`src/rtl/dfr_pkg.sv`:
```
package dfr_pkg;

  typedef enum logic [3:0] {
    S_HUNT, S_A1_2, S_A1_3, S_MARK,
    S_C2_2, S_C2_3, S_IDXM,
    S_IDBODY, S_IDCRC, S_DBODY, S_DCRC, S_GAP
  } fr_state_t;

  localparam logic [7:0] SYNC_REC = 8'hA1;
  localparam logic [7:0] SYNC_IDX = 8'hC2;
  localparam logic [7:0] MARK_IDX = 8'hFC;
  localparam logic [7:0] MARK_ID  = 8'hFE;
  localparam int LEN_W     = 11;
  localparam int IDX_W     = LEN_W - 1;
  localparam int ID_BYTES  = 4;
  localparam int CRC_BYTES = 2;
  localparam int N_CNT     = 5;

  // One byte through the CCITT polynomial, MSB first; unrolls to XOR logic.
  function automatic logic [15:0] crc16_step(input logic [15:0] c, input logic [7:0] b);
    logic [15:0] r;
    r = c;
    for (int i = 7; i >= 0; i--) begin
      if (r[15] ^ b[i]) r = {r[14:0], 1'b0} ^ 16'h1021;
      else              r = {r[14:0], 1'b0};
    end
    return r;
  endfunction

  function automatic logic [LEN_W-1:0] code_len(input logic [7:0] code);
    case (code)
      8'd0:    return LEN_W'(128);
      8'd1:    return LEN_W'(256);
      8'd2:    return LEN_W'(512);
      8'd3:    return LEN_W'(1024);
      default: return '0;
    endcase
  endfunction

endpackage

```
`src/rtl/dfr_crc16.sv`:
```
module dfr_crc16 (
  input  logic        clk,
  input  logic        rst,
  input  logic        preset,
  input  logic        update,
  input  logic [7:0]  din,
  output logic [15:0] crc_next
);
  import dfr_pkg::*;

  logic [15:0] crc_q;

  assign crc_next = crc16_step(preset ? 16'hFFFF : crc_q, din);

  always_ff @(posedge clk) begin
    if (rst)         crc_q <= 16'hFFFF;
    else if (update) crc_q <= crc_next;
  end
endmodule

```
`src/rtl/dfr_sat_cnt.sv`:
```
module dfr_sat_cnt #(
  parameter int W = 16
) (
  input  logic         clk,
  input  logic         rst,
  input  logic         inc,
  output logic [W-1:0] q
);
  always_ff @(posedge clk) begin
    if (rst)                  q <= '0;
    else if (inc && q != '1)  q <= q + 1'b1;
  end
endmodule

```
`src/rtl/dfr_pairing.sv`:
```
module dfr_pairing #(
  parameter int QUIET_CYCLES  = 3000,
  parameter int MAX_GAP_BYTES = 68
) (
  input  logic clk,
  input  logic rst,
  input  logic in_valid,
  input  logic id_mark,
  input  logic id_arm,
  input  logic id_drop,
  output logic pair_now
);
  localparam int GAP_SAT = MAX_GAP_BYTES + 1;
  localparam int GAP_W   = $clog2(GAP_SAT + 1);
  localparam int Q_W     = $clog2(QUIET_CYCLES + 1);

  logic [GAP_W-1:0] gap_cnt;
  logic [Q_W-1:0]   q_cnt;
  logic             armed;
  logic             quiet_exp;

  assign quiet_exp = (q_cnt == Q_W'(QUIET_CYCLES));
  assign pair_now  = armed && !quiet_exp && (gap_cnt <= GAP_W'(MAX_GAP_BYTES));

  always_ff @(posedge clk) begin
    if (rst) begin
      gap_cnt <= GAP_W'(GAP_SAT);
      q_cnt   <= '0;
      armed   <= 1'b0;
    end else begin
      if (in_valid && id_mark)                            gap_cnt <= '0;
      else if (in_valid && gap_cnt != GAP_W'(GAP_SAT))    gap_cnt <= gap_cnt + 1'b1;

      if (in_valid)        q_cnt <= '0;
      else if (!quiet_exp) q_cnt <= q_cnt + 1'b1;

      if (id_arm)                                armed <= 1'b1;
      else if (id_mark || id_drop || quiet_exp)  armed <= 1'b0;
    end
  end
endmodule

```
`src/rtl/disk_record_framer.sv`:
```
module disk_record_framer #(
  parameter int CNT_W         = 16,
  parameter int QUIET_CYCLES  = 3000,
  parameter int MAX_GAP_BYTES = 68
) (
  input  logic             clk,
  input  logic             rst,
  input  logic             in_valid,
  input  logic [7:0]       in_byte,
  input  logic             in_sync,
  input  logic [1:0]       sect_code,
  output logic             hdr_valid,
  output logic [7:0]       hdr_cyl,
  output logic [7:0]       hdr_side,
  output logic [7:0]       hdr_sect,
  output logic [7:0]       hdr_code,
  output logic [10:0]      hdr_len,
  output logic             data_valid,
  output logic [7:0]       data_byte,
  output logic [9:0]       data_index,
  output logic             index_pulse,
  output logic             crc_ok,
  output logic             crc_err,
  output logic             crc_is_data,
  output logic             pair_hit,
  output logic [CNT_W-1:0] cnt_index,
  output logic [CNT_W-1:0] cnt_id,
  output logic [CNT_W-1:0] cnt_data,
  output logic [CNT_W-1:0] cnt_pass,
  output logic [CNT_W-1:0] cnt_fail
);
  import dfr_pkg::*;

  fr_state_t        state;
  logic [LEN_W-1:0] bcnt;
  logic [LEN_W-1:0] sect_len;
  logic [7:0]       f_cyl, f_side, f_sect, f_code;
  logic             data_paired;
  logic [15:0]      crc_next;

  logic is_rec_sync, is_idx_sync;
  logic crc_preset, crc_upd;
  logic idx_hit, id_mark_hit, dat_mark_hit;
  logic id_done, dat_done, rec_done, crc_zero;
  logic id_arm, id_drop, pair_now;
  logic [N_CNT-1:0] cnt_inc;
  logic [CNT_W-1:0] cnt_q [N_CNT];

  assign sect_len     = LEN_W'(128) << sect_code;
  assign is_rec_sync  = in_sync && (in_byte == SYNC_REC);
  assign is_idx_sync  = in_sync && (in_byte == SYNC_IDX);
  assign crc_preset   = in_valid && (state == S_HUNT) && is_rec_sync;
  assign crc_upd      = in_valid && ((state != S_HUNT) || is_rec_sync);
  assign id_mark_hit  = in_valid && (state == S_MARK) && !in_sync && (in_byte == MARK_ID);
  assign dat_mark_hit = in_valid && (state == S_MARK) && !in_sync && (in_byte[7:2] == 6'b111110);
  assign idx_hit      = in_valid && (state == S_IDXM) && !in_sync && (in_byte == MARK_IDX);
  assign id_done      = in_valid && (state == S_IDCRC) && (bcnt == LEN_W'(CRC_BYTES - 1));
  assign dat_done     = in_valid && (state == S_DCRC)  && (bcnt == LEN_W'(CRC_BYTES - 1));
  assign rec_done     = id_done || dat_done;
  assign crc_zero     = (crc_next == 16'h0000);
  assign id_arm       = id_done && crc_zero && (f_code == {6'b0, sect_code});
  assign id_drop      = id_done && !crc_zero;

  dfr_crc16 u_crc (
    .clk      (clk),
    .rst      (rst),
    .preset   (crc_preset),
    .update   (crc_upd),
    .din      (in_byte),
    .crc_next (crc_next)
  );

  dfr_pairing #(
    .QUIET_CYCLES  (QUIET_CYCLES),
    .MAX_GAP_BYTES (MAX_GAP_BYTES)
  ) u_pair (
    .clk      (clk),
    .rst      (rst),
    .in_valid (in_valid),
    .id_mark  (id_mark_hit),
    .id_arm   (id_arm),
    .id_drop  (id_drop),
    .pair_now (pair_now)
  );

  assign cnt_inc = {rec_done && !crc_zero, rec_done && crc_zero, dat_done, id_done, idx_hit};

  for (genvar g = 0; g < N_CNT; g++) begin : g_cnt
    dfr_sat_cnt #(.W(CNT_W)) u_cnt (
      .clk (clk),
      .rst (rst),
      .inc (cnt_inc[g]),
      .q   (cnt_q[g])
    );
  end

  assign cnt_index = cnt_q[0];
  assign cnt_id    = cnt_q[1];
  assign cnt_data  = cnt_q[2];
  assign cnt_pass  = cnt_q[3];
  assign cnt_fail  = cnt_q[4];

  always_ff @(posedge clk) begin
    if (rst) begin
      state       <= S_HUNT;
      bcnt        <= '0;
      f_cyl       <= '0;
      f_side      <= '0;
      f_sect      <= '0;
      f_code      <= '0;
      data_paired <= 1'b0;
      hdr_valid   <= 1'b0;
      hdr_cyl     <= '0;
      hdr_side    <= '0;
      hdr_sect    <= '0;
      hdr_code    <= '0;
      hdr_len     <= '0;
      data_valid  <= 1'b0;
      data_byte   <= '0;
      data_index  <= '0;
      index_pulse <= 1'b0;
      crc_ok      <= 1'b0;
      crc_err     <= 1'b0;
      crc_is_data <= 1'b0;
      pair_hit    <= 1'b0;
    end else begin
      hdr_valid   <= 1'b0;
      data_valid  <= 1'b0;
      index_pulse <= 1'b0;
      crc_ok      <= 1'b0;
      crc_err     <= 1'b0;
      crc_is_data <= 1'b0;
      pair_hit    <= 1'b0;
      if (in_valid) begin
        case (state)
          S_HUNT: begin
            if (is_rec_sync)      state <= S_A1_2;
            else if (is_idx_sync) state <= S_C2_2;
          end
          S_A1_2: state <= is_rec_sync ? S_A1_3 : S_HUNT;
          S_A1_3: state <= is_rec_sync ? S_MARK : S_HUNT;
          S_MARK: begin
            bcnt <= '0;
            if (id_mark_hit) begin
              state <= S_IDBODY;
            end else if (dat_mark_hit) begin
              state       <= S_DBODY;
              data_paired <= pair_now;
            end else begin
              state <= S_HUNT;
            end
          end
          S_C2_2: state <= is_idx_sync ? S_C2_3 : S_HUNT;
          S_C2_3: state <= is_idx_sync ? S_IDXM : S_HUNT;
          S_IDXM: begin
            if (idx_hit) begin
              index_pulse <= 1'b1;
              state       <= S_GAP;
            end else begin
              state <= S_HUNT;
            end
          end
          S_IDBODY: begin
            case (bcnt[1:0])
              2'd0:    f_cyl  <= in_byte;
              2'd1:    f_side <= in_byte;
              2'd2:    f_sect <= in_byte;
              default: f_code <= in_byte;
            endcase
            if (bcnt == LEN_W'(ID_BYTES - 1)) begin
              bcnt  <= '0;
              state <= S_IDCRC;
            end else begin
              bcnt <= bcnt + 1'b1;
            end
          end
          S_IDCRC: begin
            if (id_done) begin
              state   <= S_GAP;
              crc_ok  <= crc_zero;
              crc_err <= !crc_zero;
              if (crc_zero) begin
                hdr_valid <= 1'b1;
                hdr_cyl   <= f_cyl;
                hdr_side  <= f_side;
                hdr_sect  <= f_sect;
                hdr_code  <= f_code;
                hdr_len   <= code_len(f_code);
              end
            end else begin
              bcnt <= bcnt + 1'b1;
            end
          end
          S_DBODY: begin
            data_valid <= 1'b1;
            data_byte  <= in_byte;
            data_index <= bcnt[IDX_W-1:0];
            if (bcnt == sect_len - 1'b1) begin
              bcnt  <= '0;
              state <= S_DCRC;
            end else begin
              bcnt <= bcnt + 1'b1;
            end
          end
          S_DCRC: begin
            if (dat_done) begin
              state       <= S_GAP;
              crc_ok      <= crc_zero;
              crc_err     <= !crc_zero;
              crc_is_data <= 1'b1;
              pair_hit    <= data_paired;
            end else begin
              bcnt <= bcnt + 1'b1;
            end
          end
          S_GAP:   state <= S_HUNT;
          default: state <= S_HUNT;
        endcase
      end
    end
  end
endmodule

```
`config.mk`:
```
export PLATFORM = sky130hd
export DESIGN_NAME = disk_record_framer
export DESIGN_NICKNAME = d
export VERILOG_FILES = /design/src/rtl/dfr_pkg.sv /design/src/rtl/dfr_crc16.sv /design/src/rtl/dfr_sat_cnt.sv /design/src/rtl/dfr_pairing.sv /design/src/rtl/disk_record_framer.sv
export SDC_FILE = /design/constraint.sdc
export NUM_CORES = 1
export LEC_CHECK = 0
export BUFFER_PORTS_ARGS = -buffer_cell sky130_fd_sc_hd__buf_2
export CAP_MARGIN = 20
export CELL_PAD_IN_SITES_DETAIL_PLACEMENT = 0
export CELL_PAD_IN_SITES_GLOBAL_PLACEMENT = 1
export CORE_MARGIN = 2
export CORE_UTILIZATION = 47
export CTS_BUF_LIST = sky130_fd_sc_hd__clkbuf_4
export CTS_CLUSTER_DIAMETER = 120
export DETAILED_ROUTE_END_ITERATION = 8
export GPL_TIMING_DRIVEN = 0
export PLACE_DENSITY_LB_ADDON = 0.1
export SETUP_SLACK_MARGIN = 0.3
export SLEW_MARGIN = 20
export SYNTH_ARGS = -nofsm -noshare
export SYNTH_HDL_FRONTEND = slang
export SYNTH_SLANG_ARGS = --single-unit
```
`constraint.sdc`:
```
create_clock -name clk -period 10.85 [get_ports clk]
set_input_delay 2.17 -clock clk [delete_from_list [all_inputs] [get_ports clk]]
set_output_delay 2.17 -clock clk [all_outputs]
set_load 0.1 [all_outputs]
```
==> metrics.txt, run 1 <==
# TYPE chip_impl_metric gauge
chip_impl_info{name="outcome",value="finished clean"} 1
chip_impl_metric{name="synth_enable_flop_cells",unit=""} 0
chip_impl_metric{name="fp-row-count",unit=""} 54
chip_impl_info{name="worstSetupEndpointType",value="flop"} 1
chip_impl_metric{name="worst_clock_skew_on_the_final_layout",unit="ns"} 0.0366
chip_impl_info{name="synth-main-ff-cell",value="sky130_fd_sc_hd__dfxtp_1"} 1
chip_impl_metric{name="grt_start_max_net_pins",unit=""} 17
chip_impl_metric{name="synth.area.mux_share",unit=""} 0.0448
chip_impl_metric{name="floorplan.die.width",unit="um"} 152
chip_impl_metric{name="first_global_vias",unit=""} 8950
chip_impl_metric{name="critical_path.n_buffers_inverters",unit=""} 4
chip_impl_metric{name="io_pins",unit=""} 162
chip_impl_metric{name="path_max_fanout",unit=""} 10
chip_impl_metric{name="met2_wirelength",unit="um"} 13000
chip_impl_metric{name="final_net_count",unit=""} 1488
chip_impl_metric{name="synth_cells",unit=""} 1242
chip_impl_metric{name="postLayoutCoreUtil",unit=""} 0.565
chip_impl_metric{name="synth_area_in_compound_gates",unit=""} 0.124
chip_impl_info{name="grt_setup_unrepaired",value="false"} 1
chip_impl_metric{name="setup-tns-final",unit="ns"} 0
chip_impl_info{name="synth.cells.most_frequent",value="sky130_fd_sc_hd__dfxtp_1 (225), sky130_fd_sc_hd__nand2_1 (141), sky130_fd_sc_hd__nor2_1 (139)"} 1
chip_impl_info{name="timing.critical_path.cells",value="clkbuf_1, or4bb_1, or4_1, buf_2, a221o_1, nor3_1, clkbuf_1, buf_2, o21ba_2, nor3_1"} 1
chip_impl_info{name="worst_hold_path_type",value="reg -> reg"} 1
chip_impl_metric{name="data_required_time_at_the_worst_endpoint",unit="ns"} 11.38
chip_impl_metric{name="worst-slew-pin-transition",unit="ns"} 1.19
chip_impl_metric{name="timing.max_slew.rel_slack",unit=""} 0.200
chip_impl_metric{name="routedLengthMet1",unit="um"} 13400
chip_impl_metric{name="cts_stage_hold_buffer_count",unit=""} 0
chip_impl_info{name="tritoncts",value="done"} 1
chip_impl_metric{name="sequential_area_share_after_synthesis",unit=""} 0.435
chip_impl_metric{name="met3RoutedLength",unit="um"} 1720
chip_impl_metric{name="htree_levels",unit=""} 2
chip_impl_metric{name="finalCriticalPeriod",unit="ns"} 5.53
chip_impl_metric{name="die_area",unit="sq mm"} 0.0232
chip_impl_metric{name="grt_pass1_wl",unit="um"} 46500
chip_impl_metric{name="remaining_drc_errors",unit=""} 0
chip_impl_metric{name="finalHoldViolCount",unit=""} 0
chip_impl_metric{name="cts_repair_resize_count",unit=""} 0
chip_impl_metric{name="cts.sinks",unit=""} 225
chip_impl_info{name="leading_cell_type_by_number_of_instances_after_synthesis",value="sky130_fd_sc_hd__dfxtp_1"} 1
chip_impl_metric{name="critPathMaxStageDelay",unit="ns"} 0.82
chip_impl_metric{name="ys_warn_count",unit=""} 0
chip_impl_info{name="combinational_family_with_the_most_area_after_synthesis",value="simple AND/OR/NAND/NOR gates"} 1
chip_impl_info{name="clock_tree_root_driver_cell",value="sky130_fd_sc_hd__clkbuf_4"} 1
chip_impl_metric{name="post_synth_and_or_nand_nor_area_fraction",unit=""} 0.263
chip_impl_metric{name="power-per-cell-area",unit="mW/mm^2"} 139
chip_impl_metric{name="cts_setup_buffers",unit=""} 0
chip_impl_metric{name="final_min_period_over_clock_period",unit=""} 0.509
chip_impl_metric{name="place.detailed.hpwl",unit="um"} 20400
chip_impl_metric{name="final_max_slew_viol_count",unit=""} 0
chip_impl_metric{name="post_drt_via_cell_ratio",unit=""} 5.42
chip_impl_info{name="cp_slowest_cell",value="sky130_fd_sc_hd__nor3_1"} 1
chip_impl_metric{name="cts-root-to-sink-buffers",unit=""} 3
chip_impl_metric{name="cts.clk_slew.worst_paths",unit="ns"} 0.05
chip_impl_metric{name="area.growth.synth_to_final",unit="%"} 18.8
chip_impl_metric{name="data_arrival_time_of_the_worst_path",unit="ns"} 6.06
chip_impl_metric{name="numCtsBuffers",unit=""} 61
chip_impl_metric{name="routed_wl",unit="um"} 28600
chip_impl_metric{name="floorplan.die.height",unit="um"} 152
chip_impl_metric{name="detailed_route_via_count",unit=""} 9673
chip_impl_info{name="critical_path.startpoint_type",value="input pin"} 1
chip_impl_info{name="max_used_layer",value="met4"} 1
chip_impl_info{name="crit_family",value="simple AND/OR/NAND/NOR gates"} 1
chip_impl_metric{name="synthesis.area_per_instance",unit="sq um"} 8.34
chip_impl_metric{name="grt_util_all_layers",unit=""} 0.240
chip_impl_metric{name="grt_antenna_before_repair",unit=""} 1
chip_impl_metric{name="timing.fmax",unit="MHz"} 181
chip_impl_metric{name="last_weighted_congestion_value_of_the_routability_driven_placer",unit=""} 0.870
chip_impl_metric{name="final_layout_size_suffix_gt1_frac",unit=""} 0.191
chip_impl_metric{name="setup-violations-final",unit=""} 0
chip_impl_info{name="synth_top_cells_by_area",value="sky130_fd_sc_hd__dfxtp_1 (43%), sky130_fd_sc_hd__a21oi_1 (5.3%), sky130_fd_sc_hd__nand2_1 (5.1%)"} 1
chip_impl_metric{name="synth_xor_area_frac",unit=""} 0.0713
chip_impl_metric{name="initial_utilization",unit=""} 0.476
chip_impl_metric{name="synth_fa_ha_area_frac",unit=""} 0.0181
chip_impl_metric{name="synth.top_cell.area_share",unit=""} 0.435
chip_impl_metric{name="globalRoute.totalOverflow",unit=""} 0
chip_impl_info{name="synth_area_leader_cell",value="sky130_fd_sc_hd__dfxtp_1"} 1
chip_impl_metric{name="syn_area",unit="sq mm"} 0.0104
chip_impl_metric{name="number_of_distinct_standard_cells_referenced_by_the_synthesized_netlist",unit=""} 63
chip_impl_metric{name="drv.max_cap_violation_count",unit=""} 0
chip_impl_metric{name="peakVddDrop",unit="mV"} 0.0797
chip_impl_metric{name="port-buffer-count",unit=""} 148
chip_impl_metric{name="cellLeakagePower",unit="nW"} 4.93
chip_impl_metric{name="clock_latency",unit="ns"} 0.69
chip_impl_metric{name="routedWlPerCell",unit="um"} 16.0
chip_impl_metric{name="core",unit="sq mm"} 0.0218
chip_impl_metric{name="drt_iter0_markers",unit=""} 519
chip_impl_info{name="criticalPathCategory",value="in -> reg"} 1
chip_impl_metric{name="detail-route-antenna-nets",unit=""} 0
chip_impl_metric{name="synth_seq_cells",unit=""} 225
chip_impl_metric{name="drt-pass1-iter-count",unit=""} 5
chip_impl_metric{name="synth-async-reset-ratio",unit=""} 0
[metrics by stage]
stage / cells / setup slack, ns / total power, mW / hold WS (ns) / instance area [sq um]
6_report: 1786 / 5.32 / 1.71 / 0.457 / 12300
5_1_grt: 1786 / 5.19 / 1.79 / 0.481 / 12300
4_1_cts: 1785 / 5.22 / 1.73 / 0.460 / 12300
3_5_place_dp: 1676 / 4.51 / 0.937 / 0.450 / 11500
3_3_place_gp: 1676 / 4.48 / 0.935 / 0.446 / 11500
2_1_floorplan: 1248 / 5.70 / 0.912 / 0.431 / 10400
[state kept, by name, summed over array words and instances (netlist names), 8 cells and up]
name / cells
bcnt: 11
data_byte: 8
data_index: 10
f_code: 8
f_cyl: 8
f_sect: 8
f_side: 8
g_cnt.u_cnt.q: 80
hdr_code: 8
hdr_cyl: 8
hdr_sect: 8
hdr_side: 8
u_crc.crc_q: 16
u_pair.q_cnt: 12
[layout make-up]
cell class | count | area, sq um
antenna | 1 | 2.50
buffer | 84 | 370
clock buffer | 96 | 721
clock inverter | 13 | 101
fill | 2179 | 9460
inverter | 21 | 78.8
multi-input combinational | 918 | 5430
sequential | 225 | 4500
tap | 280 | 350
timing repair buffer | 148 | 741
[power by group]
| part | total (mW) | internal [mW] | switching, mW |
|---|---|---|---|
| Clock | 0.792 | 0.444 | 0.347 |
| Sequential | 0.834 | 0.830 | 0.00407 |
| Combinational | 0.0848 | 0.0251 | 0.0598 |
| Total | 1.71 | 1.30 | 0.411 |
[routing by layer]
metal | track usage | vias to the layer above
met5 | 0 | -
met4 | 0.0679 | 0
met3 | 0.0512 | 44
met1 | 0.330 | 4529
li1 | - | 4828
met2 | 0.383 | 272
[worst min-delay path: stages (launching register included)]
cell                      delay (ns)
sky130_fd_sc_hd__dfxtp_1        0.31
sky130_fd_sc_hd__nand2_1        0.05
sky130_fd_sc_hd__a21oi_1        0.05
[cells by family after synthesis]
logic type      count (synthesis)
compound gates                214
fa+ha+maj                      15
xor+xnor                       81
simple gates                  555
mux                            46
other cells                     1
buf+inv                       105
flops                         225
[cell usage in the layout (no fill, tap or decap), types with 41 or more instances in the layout]
cell,synthesis,routed
sky130_fd_sc_hd__nand2_1,141,141
sky130_fd_sc_hd__xor2_1,41,41
sky130_fd_sc_hd__clkbuf_4,0,96
sky130_fd_sc_hd__nor2_1,139,139
sky130_fd_sc_hd__a21oi_1,109,109
sky130_fd_sc_hd__nand3_1,74,74
sky130_fd_sc_hd__clkbuf_1,60,60
sky130_fd_sc_hd__dfxtp_1,225,225
sky130_fd_sc_hd__mux2i_1,43,43
sky130_fd_sc_hd__buf_2,11,159
[final timing paths]
path / slack (ns) / startpoint / depth (start not counted) / endpoint
worst max-delay path: 5.32 / in_byte[5] / 10 / g_cnt[4].u_cnt.q[14]$_SDFFE_PP0P_
worst min-delay path: 0.46 / data_byte[1]$_SDFFE_PP0P_ / 2 / data_byte[1]$_SDFFE_PP0P_
worst max register to register: 6.68 / state[2]$_SDFFE_PP0P_ / 10 / g_cnt[4].u_cnt.q[14]$_SDFFE_PP0P_
worst min register to register: 0.46 / data_byte[1]$_SDFFE_PP0P_ / 2 / data_byte[1]$_SDFFE_PP0P_
(Power assumes the default switching activity.)
==> run 2: changes to the inputs <==
ABC_AREA = 1   (was not set)
CORE_UTILIZATION = 38   (was 47)
clock period = 4.7 ns   (was 10.85 ns; I/O delays follow)
==> metrics.txt, run 2 <==
# TYPE chip_impl_metric gauge
chip_impl_info{name="outcome",value="finished clean"} 1
chip_impl_metric{name="critPathMaxStageDelay",unit="ns"} 0.68
chip_impl_metric{name="post_synth_and_or_nand_nor_area_fraction",unit=""} 0.311
chip_impl_metric{name="drv.max_cap_violation_count",unit=""} 0
chip_impl_metric{name="timing.fmax",unit="MHz"} 306
chip_impl_metric{name="numPlacedInstances",unit=""} 2103
chip_impl_metric{name="area.growth.synth_to_final",unit="%"} 18.0
chip_impl_metric{name="clock_latency",unit="ns"} 0.73
chip_impl_metric{name="final_max_slew_viol_count",unit=""} 0
chip_impl_info{name="timing.hold.worst_endpoint",value="pair_hit$_SDFF_PP0_"} 1
chip_impl_info{name="criticalPathCategory",value="reg -> reg"} 1
chip_impl_metric{name="cellLeakagePower",unit="nW"} 5.36
chip_impl_metric{name="final-instance-count-excl-fill",unit=""} 2212
chip_impl_metric{name="layout.filler_cells",unit=""} 3079
chip_impl_metric{name="synth_area_in_compound_gates",unit=""} 0.136
chip_impl_metric{name="worst-slew-pin-transition",unit="ns"} 0.992
chip_impl_metric{name="routed_wl",unit="um"} 34800
chip_impl_metric{name="last_weighted_congestion_value_of_the_routability_driven_placer",unit=""} 0.857
chip_impl_metric{name="finalCriticalPeriod",unit="ns"} 3.27
chip_impl_metric{name="number_of_distinct_standard_cells_referenced_by_the_synthesized_netlist",unit=""} 51
chip_impl_info{name="regMostFlops",value="g_cnt.u_cnt.q"} 1
chip_impl_info{name="timing.critical_path.cells",value="inv_1, nand4_1, inv_1, nand4_1, nor3_1, or2_2, clkbuf_1, nand4_1, buf_4, nand2_1, a21oi_1"} 1
chip_impl_metric{name="die_area",unit="sq mm"} 0.0304
chip_impl_metric{name="io_pins",unit=""} 162
chip_impl_metric{name="globalRoute.totalOverflow",unit=""} 0
chip_impl_info{name="worstSetupStartpoint",value="bcnt[7]$_SDFFE_PP0P_"} 1
chip_impl_metric{name="sequential_area_share_after_synthesis",unit=""} 0.408
chip_impl_metric{name="share_of_power_burned_in_registers",unit=""} 0.453
chip_impl_metric{name="setup-violations-final",unit=""} 0
chip_impl_metric{name="place.detailed.hpwl",unit="um"} 25100
chip_impl_metric{name="swShare",unit=""} 0.315
chip_impl_metric{name="synth-async-reset-ratio",unit=""} 0
chip_impl_metric{name="cts_setup_buffers",unit=""} 0
chip_impl_metric{name="power_frac_clock",unit=""} 0.390
chip_impl_info{name="timing.rr.end",value="g_cnt[3].u_cnt.q[10]$_SDFFE_PP0P_"} 1
chip_impl_info{name="layout_top_registers",value="g_cnt.u_cnt.q x80, u_crc.crc_q x16, u_pair.q_cnt x12"} 1
chip_impl_info{name="leading_cell_type_by_number_of_instances_after_synthesis",value="sky130_fd_sc_hd__nand2_1"} 1
chip_impl_metric{name="synth.area.mux_share",unit=""} 0
chip_impl_metric{name="synth_fa_ha_area_frac",unit=""} 0.0170
chip_impl_info{name="worst_hold_path_type",value="reg -> reg"} 1
chip_impl_metric{name="seq_area",unit="sq mm"} 0.00450
chip_impl_metric{name="regToRegSetupSlack",unit="ns"} 1.43
chip_impl_metric{name="synth_cells",unit=""} 1567
chip_impl_metric{name="data_required_time_at_the_worst_endpoint",unit="ns"} 5.28
chip_impl_metric{name="remaining_drc_errors",unit=""} 0
chip_impl_metric{name="synth_enable_flop_cells",unit=""} 0
chip_impl_metric{name="grt_util_all_layers",unit=""} 0.225
chip_impl_info{name="critical_path.startpoint_type",value="flop"} 1
chip_impl_metric{name="cts_stage_hold_buffer_count",unit=""} 0
chip_impl_metric{name="finalHoldViolCount",unit=""} 0
chip_impl_metric{name="grt_pass1_wl",unit="um"} 55300
chip_impl_info{name="grt_setup_unrepaired",value="false"} 1
chip_impl_metric{name="setup-tns-final",unit="ns"} 0
chip_impl_metric{name="worst_clock_skew_on_the_final_layout",unit="ns"} 0.0405
chip_impl_metric{name="drt_iter0_markers",unit=""} 642
chip_impl_metric{name="postPlaceCellArea",unit="sq mm"} 0.0123
chip_impl_metric{name="grt_antenna_before_repair",unit=""} 1
chip_impl_metric{name="numCtsBuffers",unit=""} 61
chip_impl_metric{name="initial_utilization",unit=""} 0.386
chip_impl_metric{name="post_drt_via_cell_ratio",unit=""} 5.00
chip_impl_metric{name="path_max_fanout",unit=""} 10
chip_impl_metric{name="final_net_count",unit=""} 1811
chip_impl_metric{name="floorplan.die.height",unit="um"} 174
chip_impl_metric{name="grt_start_max_net_pins",unit=""} 17
chip_impl_info{name="synth-main-ff-cell",value="sky130_fd_sc_hd__dfxtp_1"} 1
chip_impl_metric{name="synthesis.area_per_instance",unit="sq um"} 7.04
chip_impl_metric{name="data_arrival_time_of_the_worst_path",unit="ns"} 3.84
chip_impl_info{name="cp_slowest_cell",value="sky130_fd_sc_hd__nor3_1"} 1
chip_impl_metric{name="power-per-cell-area",unit="mW/mm^2"} 341
chip_impl_metric{name="peakVddDrop",unit="mV"} 0.186
chip_impl_metric{name="final_layout_size_suffix_gt1_frac",unit=""} 0.165
chip_impl_metric{name="drt-pass1-iter-count",unit=""} 5
chip_impl_metric{name="cts_repair_resize_count",unit=""} 0
chip_impl_metric{name="power_frac_comb",unit=""} 0.157
chip_impl_metric{name="final_min_period_over_clock_period",unit=""} 0.695
chip_impl_metric{name="cts.clk_slew.worst_paths",unit="ns"} 0.07
chip_impl_metric{name="synth.top_cell.area_share",unit=""} 0.408
chip_impl_metric{name="ff2ff_path_depth",unit=""} 11
chip_impl_metric{name="synth_seq_cells",unit=""} 225
chip_impl_metric{name="postLayoutCoreUtil",unit=""} 0.455
chip_impl_metric{name="fp-row-count",unit=""} 62
chip_impl_info{name="worstSetupEndpointType",value="flop"} 1
chip_impl_metric{name="timing.max_slew.rel_slack",unit=""} 0.333
chip_impl_metric{name="core",unit="sq mm"} 0.0286
chip_impl_metric{name="largest_reg_flops",unit=""} 80
chip_impl_metric{name="cts-root-to-sink-buffers",unit=""} 3
chip_impl_info{name="clock_tree_root_driver_cell",value="sky130_fd_sc_hd__clkbuf_4"} 1
chip_impl_metric{name="combined_area_of_the_multi_input_logic_cells",unit="sq mm"} 0.00546
chip_impl_info{name="r2r_start",value="bcnt[7]$_SDFFE_PP0P_"} 1
chip_impl_metric{name="detailed_route_via_count",unit=""} 11059
chip_impl_metric{name="synth_xor_area_frac",unit=""} 0.0278
chip_impl_metric{name="total_switching_power",unit="mW"} 1.40
chip_impl_info{name="worst_path_most_repeated_cell",value="sky130_fd_sc_hd__nand4_1"} 1
chip_impl_metric{name="syn_area",unit="sq mm"} 0.0110
chip_impl_info{name="tritoncts",value="done"} 1
chip_impl_metric{name="first_global_vias",unit=""} 10314
chip_impl_metric{name="hold_path_depth",unit=""} 2
chip_impl_metric{name="final_cell_area",unit="sq mm"} 0.0130
chip_impl_metric{name="routedWlPerCell",unit="um"} 15.7
chip_impl_metric{name="htree_levels",unit=""} 2
chip_impl_metric{name="intPower",unit="mW"} 3.04
chip_impl_info{name="mostFrequentLayoutCells",value="sky130_fd_sc_hd__nand2_1 (290), sky130_fd_sc_hd__dfxtp_1 (225), sky130_fd_sc_hd__inv_1 (182)"} 1
chip_impl_info{name="synth_top_cells_by_area",value="sky130_fd_sc_hd__dfxtp_1 (41%), sky130_fd_sc_hd__nand2_1 (9.9%), sky130_fd_sc_hd__a21oi_1 (7.0%)"} 1
chip_impl_info{name="synth_area_leader_cell",value="sky130_fd_sc_hd__dfxtp_1"} 1
chip_impl_info{name="commonest_non_fill_non_tap_cell_in_the_layout",value="sky130_fd_sc_hd__nand2_1"} 1
chip_impl_info{name="hold_path_startpoint",value="data_paired$_SDFFE_PP0P_"} 1
chip_impl_info{name="combinational_family_with_the_most_area_after_synthesis",value="simple AND/OR/NAND/NOR gates"} 1
chip_impl_metric{name="detail-route-antenna-nets",unit=""} 0
chip_impl_metric{name="port-buffer-count",unit=""} 146
chip_impl_metric{name="floorplan.die.width",unit="um"} 174
chip_impl_info{name="synth.cells.most_frequent",value="sky130_fd_sc_hd__nand2_1 (290), sky130_fd_sc_hd__dfxtp_1 (225), sky130_fd_sc_hd__inv_1 (182)"} 1
chip_impl_metric{name="ys_warn_count",unit=""} 0
chip_impl_metric{name="cts.sinks",unit=""} 225
## run 2: routing by layer
layer / track usage / wire length (um) / share of wire / vias up
li1: - / - / - / 5684
met1: 0.310 / 16500 / 0.47 / 5040
met2: 0.361 / 15800 / 0.45 / 272
met3: 0.0376 / 1710 / 0.049 / 63
met4: 0.0683 / 843 / 0.024 / 0
met5: 0 / 0 / 0 / -
## run 2: cell type report
cell class | instances | share of cell area
timing repair buffer | 146 | 0.0561
buffer | 79 | 0.0308
clock buffer | 83 | 0.0478
clock inverter | 25 | 0.00989
sequential | 225 | 0.346
tap | 384 | 0.0369
antenna | 1 | 0.000192
multi-input combinational | 1083 | 0.419
inverter | 186 | 0.0536
## run 2: cells by family (layout without fill, tap and decap cells)
| family | count (synthesis) | after routing |
|---|---|---|
| other cells | 1 | 8 |
| xor+xnor | 35 | 35 |
| flops | 225 | 225 |
| fa+ha+maj | 15 | 15 |
| compound gates | 281 | 281 |
| buf+inv | 265 | 519 |
| simple gates | 745 | 745 |
## run 2: per-stage QoR
step,power (mW),worst slack (ns),hold WS (ns)
finish,4.44,1.43,0.450
global route,4.70,1.08,0.477
CTS,4.49,1.36,0.451
detailed placement,2.74,0.826,0.440
global placement,2.74,0.880,0.440
floorplan,2.57,1.72,0.422
## run 2: worst max-delay path, delay by kind of cell (launching register included)
| family | cells | cell delay [ns] |
|---|---|---|
| AO/OA/AOI/OAI | 1 | 0.07 |
| flip-flops | 1 | 0.39 |
| AND/OR/NAND/NOR | 6 | 1.64 |
| buffers and inverters | 4 | 1.03 |
## run 2: worst max-delay path by stage
| stage | to | slack (ns) | cells past startpoint |
|---|---|---|---|
| 3_3_place_gp | g_cnt[3].u_cnt.q[13]$_SDFFE_PP0P_ | 0.88 | 10 |
| 2_1_floorplan | g_cnt[3].u_cnt.q[6]$_SDFFE_PP0P_ | 1.72 | 19 |
| 6_report | g_cnt[3].u_cnt.q[10]$_SDFFE_PP0P_ | 1.43 | 11 |
| 3_5_place_dp | g_cnt[3].u_cnt.q[10]$_SDFFE_PP0P_ | 0.83 | 10 |
| 4_1_cts | g_cnt[3].u_cnt.q[10]$_SDFFE_PP0P_ | 1.36 | 11 |
| 5_1_grt | g_cnt[3].u_cnt.q[10]$_SDFFE_PP0P_ | 1.08 | 11 |
## run 2: power by group through the flow
stage	combinational, mW	clock (mW)	sequential, mW
5_1_grt	0.793	1.90	2.01
4_1_cts	0.694	1.79	2.01
6_report	0.698	1.73	2.01
2_1_floorplan	0.517	0	2.05
3_5_place_dp	0.689	0	2.05
3_3_place_gp	0.689	0	2.05
